===== config.mk =====
export PLATFORM = sky130hd
export DESIGN_NAME = opmode_ctrl
export DESIGN_NICKNAME = d
export VERILOG_FILES = /design/src/rtl/opmode_pkg.sv /design/src/rtl/opmode_next.sv /design/src/rtl/opmode_smm_seq.sv /design/src/rtl/opmode_ctrl.sv
export SDC_FILE = /design/constraint.sdc
export NUM_CORES = 1
export LEC_CHECK = 0
export ABC_CLOCK_PERIOD_IN_PS = 3900
export BUFFER_PORTS_ARGS = -buffer_cell sky130_fd_sc_hd__clkbuf_2
export CORE_AREA = 5 5 42 44
export DETAILED_ROUTE_END_ITERATION = 10
export DIE_AREA = 0 0 47 49
export MAX_ROUTING_LAYER = met4
export PLACE_DENSITY = 0.66
export SLEW_MARGIN = 40
export SYNTH_ARGS = -nofsm -noshare
export SYNTH_HDL_FRONTEND = slang
export SYNTH_SLANG_ARGS = --single-unit

===== constraint.sdc =====
create_clock -name clk -period 3.9 [get_ports clk]
set_input_delay 0.585 -clock clk [delete_from_list [all_inputs] [get_ports clk]]
set_output_delay 0.585 -clock clk [all_outputs]
set_load 0.01 [all_outputs]

===== src/rtl/opmode_pkg.sv =====
package opmode_pkg;

   typedef enum logic [2:0] {
      OM_REAL   = 3'd0,
      OM_PROT   = 3'd1,
      OM_VIRT   = 3'd2,
      OM_L64    = 3'd3,
      OM_COMPAT = 3'd4,
      OM_SMM    = 3'd5
   } opmode_e;

   typedef struct packed {
      logic prot_en;
      logic virt;
      logic paging;
      logic long_en;
      logic cs_long;
   } mode_ctrl_t;

   function automatic logic is_long(opmode_e m);
      return (m == OM_L64) || (m == OM_COMPAT);
   endfunction

endpackage


===== src/rtl/opmode_next.sv =====
module opmode_next
   import opmode_pkg::*;
(
   input  opmode_e    cur_i,
   input  mode_ctrl_t ctrl_i,
   output opmode_e    nxt_o
);
   opmode_e long_sub;

   always_comb begin
      long_sub = ctrl_i.cs_long ? OM_L64 : OM_COMPAT;
      unique case (cur_i)
         OM_REAL:   nxt_o = ctrl_i.prot_en ? OM_PROT : OM_REAL;
         OM_PROT: begin
            if (!ctrl_i.prot_en)                        nxt_o = OM_REAL;
            else if (ctrl_i.paging && ctrl_i.long_en)   nxt_o = long_sub;
            else if (ctrl_i.virt)                       nxt_o = OM_VIRT;
            else                                        nxt_o = OM_PROT;
         end
         OM_VIRT: begin
            if (!ctrl_i.prot_en)    nxt_o = OM_REAL;
            else if (!ctrl_i.virt)  nxt_o = OM_PROT;
            else                    nxt_o = OM_VIRT;
         end
         OM_L64, OM_COMPAT: begin
            if (!ctrl_i.paging || !ctrl_i.long_en) nxt_o = OM_PROT;
            else                                   nxt_o = long_sub;
         end
         OM_SMM:    nxt_o = OM_SMM;
         default:   nxt_o = OM_REAL;
      endcase
   end
endmodule


===== src/rtl/opmode_smm_seq.sv =====
module opmode_smm_seq
   import opmode_pkg::*;
#(
   parameter bit HOLD_NESTED = 1'b1
)(
   input  logic    clk,
   input  logic    rst_n,
   input  opmode_e cur_i,
   input  logic    req_i,
   input  logic    resume_i,
   output logic    take_o,
   output logic    leave_o,
   output opmode_e saved_o
);
   logic in_smm;
   logic pend_q;

   assign in_smm  = (cur_i == OM_SMM);
   assign take_o  = !in_smm && (req_i || pend_q);
   assign leave_o = in_smm && resume_i;

   always_ff @(posedge clk or negedge rst_n) begin
      if (!rst_n)      saved_o <= OM_REAL;
      else if (take_o) saved_o <= cur_i;
   end

   generate
      if (HOLD_NESTED) begin : g_hold
         always_ff @(posedge clk or negedge rst_n) begin
            if (!rst_n) pend_q <= 1'b0;
            else        pend_q <= in_smm && (pend_q || req_i);
         end
      end else begin : g_drop
         assign pend_q = 1'b0;
      end
   endgenerate
endmodule


===== src/rtl/opmode_ctrl.sv =====
module opmode_ctrl
   import opmode_pkg::*;
#(
   parameter int MODE_W      = 3,
   parameter bit HOLD_NESTED = 1'b1
)(
   input  logic              clk,
   input  logic              rst_n,
   input  logic              prot_en_i,
   input  logic              virt_flag_i,
   input  logic              paging_en_i,
   input  logic              long_en_i,
   input  logic              cs_long_i,
   input  logic              smi_req_i,
   input  logic              smi_resume_i,
   output logic [MODE_W-1:0] mode_o,
   output logic              long_active_o,
   output logic [MODE_W-1:0] saved_mode_o
);
   localparam int CODE_W = $bits(opmode_e);

   generate
      if (MODE_W != CODE_W) begin : g_bad_width
         $error("opmode_ctrl: MODE_W must equal the mode code width");
      end
   endgenerate

   opmode_e    mode_q, mode_d, ctrl_nxt, saved;
   mode_ctrl_t ctrl;
   logic       take, leave;

   assign ctrl = '{prot_en: prot_en_i, virt: virt_flag_i, paging: paging_en_i,
                   long_en: long_en_i, cs_long: cs_long_i};

   opmode_next u_next (
      .cur_i  (mode_q),
      .ctrl_i (ctrl),
      .nxt_o  (ctrl_nxt)
   );

   opmode_smm_seq #(.HOLD_NESTED(HOLD_NESTED)) u_smm (
      .clk      (clk),
      .rst_n    (rst_n),
      .cur_i    (mode_q),
      .req_i    (smi_req_i),
      .resume_i (smi_resume_i),
      .take_o   (take),
      .leave_o  (leave),
      .saved_o  (saved)
   );

   always_comb begin
      if (take)                  mode_d = OM_SMM;
      else if (leave)            mode_d = saved;
      else if (mode_q == OM_SMM) mode_d = OM_SMM;
      else                       mode_d = ctrl_nxt;
   end

   always_ff @(posedge clk or negedge rst_n) begin
      if (!rst_n) mode_q <= OM_REAL;
      else        mode_q <= mode_d;
   end

   assign mode_o        = mode_q;
   assign saved_mode_o  = saved;
   assign long_active_o = is_long(mode_q) || ((mode_q == OM_SMM) && is_long(saved));
endmodule


==> results of run 1 <==
-- final cells by class --
type | count | share of cell area
clock buffers | 3 | 0.0409
clock inverters | 1 | 0.00909
inverters | 1 | 0.00682
multi-input cells | 41 | 0.452
flip-flops and latches | 7 | 0.318
well taps | 16 | 0.0364
repair buffers | 15 | 0.136
-- cell families after synthesis --
logic type	after synthesis
AND/OR/NAND/NOR	24
AO/OA/AOI/OAI	17
buffers and inverters	5
flip-flops	7
-- power by group --
group	total, mW	switching (mW)	internal (mW)
Combinational	0.206	0.104	0.102
Clock	0.0653	0.0278	0.0375
Sequential	0.159	0.0537	0.105
-- layer usage --
metal / wire length [µm] / up-vias / global-route usage
met3: 70 / 4 / 0.0369
met1: 480 / 198 / 0.128
met2: 476 / 17 / 0.145
met4: 8 / 0 / 0.0415
met5: 0 / - / -
li1: - / 229 / -
-- critical path: stages (launching register included) --
cell and delay (ps):
dfrtp_1 530, and2b_1 240, a22o_1 220, clkbuf_2 120
-- worst max-delay path by stage --
| stage | from | endpoint | slack (ps) | cells after the start |
|---|---|---|---|---|
| 2_1_floorplan | mode_o[0] | long_active_o | 2340 | 3 |
| 3_3_place_gp | mode_o[2] | long_active_o | 2240 | 3 |
| 3_5_place_dp | mode_o[2] | long_active_o | 2210 | 3 |
| 4_1_cts | mode_o[2] | long_active_o | 1940 | 3 |
| 5_1_grt | mode_o[2] | long_active_o | 1880 | 3 |
| 6_report | mode_o[2] | long_active_o | 1960 | 3 |
-- through the flow --
step / total power [mW] / cells / instance area [µm²] / utilization
floorplan: 0.319 / 53 / 460 / -
finish: 0.429 / 84 / 551 / 0.393
detailed placement: 0.367 / 80 / 523 / 0.373
global route: 0.469 / 84 / 551 / 0.393
global placement: 0.363 / 80 / 523 / 0.373
CTS: 0.434 / 84 / 551 / 0.393
-- flip-flops by register name (all words and copies together) (netlist names) --
signal / count
u_smm.saved_o: 3
u_smm.pend_q: 1
mode_o: 3
-- cell usage after synthesis --
library cell  instances
a22o_1                1
buf_2                 2
or3b_1                1
nor2_2                1
o21ai_2               1
nand3_1               2
nand4_1               1
inv_1                 1
nand2_1               5
nand3b_1              3
o21bai_1              1
and3_1                1
o22ai_1               1
o21ai_0               4
nor4_1                1
a31oi_1               4
a21oi_1               3
buf_6                 2
and3b_2               1
nor3b_1               1
o22a_1                2
nor2_1                4
nor2b_1               1
dfrtp_1               7
and3b_1               1
and2b_1               1
==> results.tsv, run 1 <==
metric	value	unit
Fill cells	143	
Routed WL	1.04	mm
routed wire length per instance	12.3	µm
initial DRC count	5	
DP Worst Slack	2210	ps
vias per cell	5.33	
Yosys top cell by area	dfrtp_1	
clock buffer depth	2	
DP HPWL	800	µm
clk slew on worst S/H paths	60	ps
Pwr Density	780	nW/µm²
largest family of logic cells by synthesized area	simple AND/OR/NAND/NOR gates	
headroom to the max-slew limit	0.762	
Ys Warns	0	
multi-input logic area	249	µm²
largest net degree at the start of global routing	13	
Worst-Skew Late Latency	250	ps
first-pass iteration count of the detailed router	4	
post-CTS setup buffers	0	
Compound-Gate Fraction of Synth Area	0.236	
most common cell after layout, fill and taps aside	clkbuf_2	
area of the mapped netlist	460	µm²
Syn Nets	62	
register area share after synthesis	0.380	
Synth Register Bits	7	
Core ar.	1400	µm²
xor-xnor portion of the synthesized cell area	0	
Avg Cell Area, Syn	8.69	µm²
Final period util	0.498	
GR Overflow Total	0	
Inserted Diodes	0	
post-route antenna net violation count	0	
first-pass GRT wire length	1.68	mm
Worst Path Required	3310	ps
CTS Buf Count	3	
Top Ports	16	
worst slew pin tran	357	ps
Synth Area in Simple Gates	0.304	
initial core utilization	0.329	
commonest cells after routing, fill and taps aside	clkbuf_2, dfrtp_1, nand2_1	
Total GRT Usage	0.102	
VDD IR max	406	µV
PortBufs	15	
hold buffers post-CTS	0	
CP Launch Type	flop	
max cap viols	0	
root buffer cell	clkbuf_4	
unrepaired setup endpoints after global routing	false	
H-tree depth	1	
Hold Slack	159	ps
r2r startpoint	mode_o[2]	
Die Y	49	µm
WS Path Type	flop to output pin	
Final Hold Viols	0	
Slew Viols, Final	0	
Resized cells post-CTS	0	
row count	14	
worst reg2reg path endpoint	mode_o[0]	
GPL Wtd Cong	0.806	
Netlist cell types	26	
setup ws final	1960	ps
Area Overhead vs Synth	19.6	%
outcome	finished clean	
CTS tree	built	
Final TNS setup	0	ps
R2R depth	4	
register area	175	µm²
final net count	78	
vias in the first global route	386	
Worst Hold Class	primary input to async pin	
vias	448	
Synth Area in Adders	0	
Fin Clk Skew	4.04	ps
Worst Path Arrival	1360	ps
layout cells sized above 1	0.324	
fin crit period	1940	ps
Synth top area share	0.380	
DR DRC count	0	
CTS sink count	7	
type of destination of the critical path	output pin	
ranking of synthesized cells by area	dfrtp_1, a31oi_1, buf_6	
R2R setup slack	2560	ps
highest clock rate	0.515	GHz
final setup violation count	0	
Static Leak	0.251	nW
Die Wd	47	µm
initial antenna violation count	0	
die area	2300	µm²
cells after synthesis	53	
CP max FO	12	
post-synthesis mux area share	0	
Power figures use the tool's default switching activity.
==> run 2, diff against run 1 <==
--- a/config.mk
+++ b/config.mk
@@ -5,13 +5,13 @@
 export SDC_FILE = /design/constraint.sdc
 export NUM_CORES = 1
 export LEC_CHECK = 0
-export ABC_CLOCK_PERIOD_IN_PS = 3900
+export ABC_CLOCK_PERIOD_IN_PS = 1600
 export BUFFER_PORTS_ARGS = -buffer_cell sky130_fd_sc_hd__clkbuf_2
 export CORE_AREA = 5 5 42 44
 export DETAILED_ROUTE_END_ITERATION = 10
 export DIE_AREA = 0 0 47 49
 export MAX_ROUTING_LAYER = met4
-export PLACE_DENSITY = 0.66
+export PLACE_DENSITY = 0.68
 export SLEW_MARGIN = 40
 export SYNTH_ARGS = -nofsm -noshare
 export SYNTH_HDL_FRONTEND = slang
==> constraint.sdc (replaced) <==
create_clock -name clk -period 1.6 [get_ports clk]
set_input_delay 0.24 -clock clk [delete_from_list [all_inputs] [get_ports clk]]
set_output_delay 0.24 -clock clk [all_outputs]
set_load 0.01 [all_outputs]
==> results.tsv, run 2 (synthesized netlist as in run 1, its figures left out) <==
metric	value	unit	change
worst reg2reg path endpoint	mode_o[0]		
root buffer cell	clkbuf_4		
die area	2300	µm²	unchanged
largest net degree at the start of global routing	12		-1
row count	14		unchanged
Sw Pwr	0.487	mW	+160%
Sw Ratio	0.430		-0.00187
CTS Buf Count	3		unchanged
highest clock rate	0.645	GHz	
clock buffer depth	2		unchanged
clk slew on worst S/H paths	60	ps	about the same
first-pass GRT wire length	1.77	mm	+5.4%
Worst Path Arrival	1310	ps	-50 ps
Die Wd	47	µm	unchanged
initial DRC count	12		+7
Worst Path Required	1360	ps	-1950 ps
H-tree depth	1		unchanged
outcome	finished clean		
DP HPWL	836	µm	+4.5%
R2R depth	4		unchanged
vias in the first global route	403		+4.4%
initial core utilization	0.329		unchanged
DR DRC count	0		unchanged
Top Ports	16		unchanged
GR Overflow Total	0		unchanged
Overall Power	1.13	mW	+160%
worst slew pin tran	386	ps	+28.4 ps
Slew Viols, Final	0		unchanged
fin crit period	1550	ps	
VDD IR max	775	µV	+91%
type of destination of the critical path	output pin		
commonest cells after routing, fill and taps aside	clkbuf_2, nand2_1		
first-pass iteration count of the detailed router	4		unchanged
CP Launch Type	flop		
WS Path Type	flop to output pin		
post-route antenna net violation count	0		unchanged
CTS sink count	7		unchanged
final net count	82		+5.1%
Routed WL	1.17	mm	+13%
PortBufs	15		unchanged
Crit path largest cell delay	420	ps	-110 ps
Final TNS setup	0	ps	unchanged
CP max FO	5		-7
Total GRT Usage	0.111		+0.00873
Int Pwr	0.646	mW	+160%
GPL Wtd Cong	0.766		-5.0%
Worst-Skew Late Latency	270	ps	+20 ps
CTS tree	built		
hold depth	3		
Worst Hold Class	primary input to flop		
Inserted Diodes	0		unchanged
Fin Clk Skew	13.4	ps	+9.34 ps
Min-Delay Endpoint	mode_o[1]		
layout cells sized above 1	0.389		+0.0654
Static Leak	0.268	nW	+6.6%
Final Hold Viols	0		unchanged
vias per cell	5.51		+3.3%
vias	485		+8.3%
worst-path cell chain	nand3b_1 -> a31oi_1 -> a22o_1 -> clkbuf_2		
final setup violation count	0		unchanged
max cap viols	0		unchanged
most common cell after layout, fill and taps aside	clkbuf_2		
unrepaired setup endpoints after global routing	false		
Final period util	0.969		
R2R setup slack	270	ps	-2290 ps
Buffers & Inverters on Critical Path	1		unchanged
hold_sp	smi_resume_i		
Die Y	49	µm	unchanged
delay-heaviest family, CP	flip-flops		
Clk pwr share	0.147		-0.005
initial antenna violation count	0		unchanged
r2r startpoint	mode_o[1]		
Seq pwr share	0.336		-0.033
worst-path cell with the longest stage delay	dfrtp_1		
Pwr Density	1930	nW/µm²	+150%
Area Overhead vs Synth	27.4	%	
headroom to the max-slew limit	0.743		-0.0190
Combinational Power Share	0.517		+0.038
Fill cells	150		+4.9%
Core ar.	1400	µm²	unchanged
routed wire length per instance	13.3	µm	+7.8%
[run 2: cell count changes in the layout (fill, tap and decap cells not counted)]
cell	previous run	this run
dlygate4sd3_1	0	1
dfrtp_2	0	3
dfrtp_1	7	4
buf_4	0	3
[run 2: repair_timing]
item	in CTS	in global routing
setup endpoints to repair	0	1
gates resized for setup	0	3
hold endpoints to repair	7	0
hold buffers	1	0
buffers inserted	0	2
[run 2: cell type report]
class / instances / area [µm²] / share of cell area
clock buffers: 3 / 22.5 / 0.0384
clock inverters: 1 / 5.00 / 0.00853
inverters: 1 / 3.75 / 0.00640
multi-input cells: 41 / 249 / 0.424
flip-flops and latches: 7 / 179 / 0.305
well taps: 16 / 20.0 / 0.0341
repair buffers: 19 / 108 / 0.183
[run 2: how the worst max path moves through the flow]
stage | from | to | slack, ps | cells after the start
final | u_smm.saved_o[2] | long_active_o | 50 | 4
after detailed placement | mode_o[1] | mode_o[0] | 270 | 4
after CTS | mode_o[0] | long_active_o | 20 | 3
after floorplan | mode_o[1] | mode_o[0] | 300 | 5
after global routing | u_smm.saved_o[1] | long_active_o | 6 | 5
after global placement | mode_o[1] | mode_o[0] | 290 | 4
[run 2: power groups by stage]
stage | clock, mW | sequential (mW) | combinational (mW)
CTS | 0.174 | 0.373 | 0.552
global route | 0.183 | 0.397 | 0.643
finish | 0.167 | 0.380 | 0.586
global placement | 0 | 0.368 | 0.546
detailed placement | 0 | 0.378 | 0.543
floorplan | 0 | 0.347 | 0.431
[run 2: worst register-to-register path: cells and delay by family (launching register included)]
| family | cells | cell delay [ps] |
|---|---|---|
| flip-flops | 1 | 490 |
| AO/OA/AOI/OAI | 3 | 320 |
| AND/OR/NAND/NOR | 1 | 460 |
[run 2: metrics by stage]
step           setup slack [ps]  utilization  hold slack, ps  cell area (µm²)  cells
2_1_floorplan               305            -           -55.6              460     53
3_3_place_gp                293        0.379            83.6              531     81
3_5_place_dp                269        0.379            85.8              531     81
4_1_cts                    23.2        0.405             253              568     86
5_1_grt                    5.76        0.419             288              587     88
6_report                   50.3        0.419             257              587     88
[run 2: layer usage]
metal  GRT usage  up-vias  share of wire
met5           -        -              0
met4      0.0829        0          0.025
met3      0.0221        3          0.075
met2       0.136       23           0.46
met1       0.153      228           0.44
li1            -      231              -
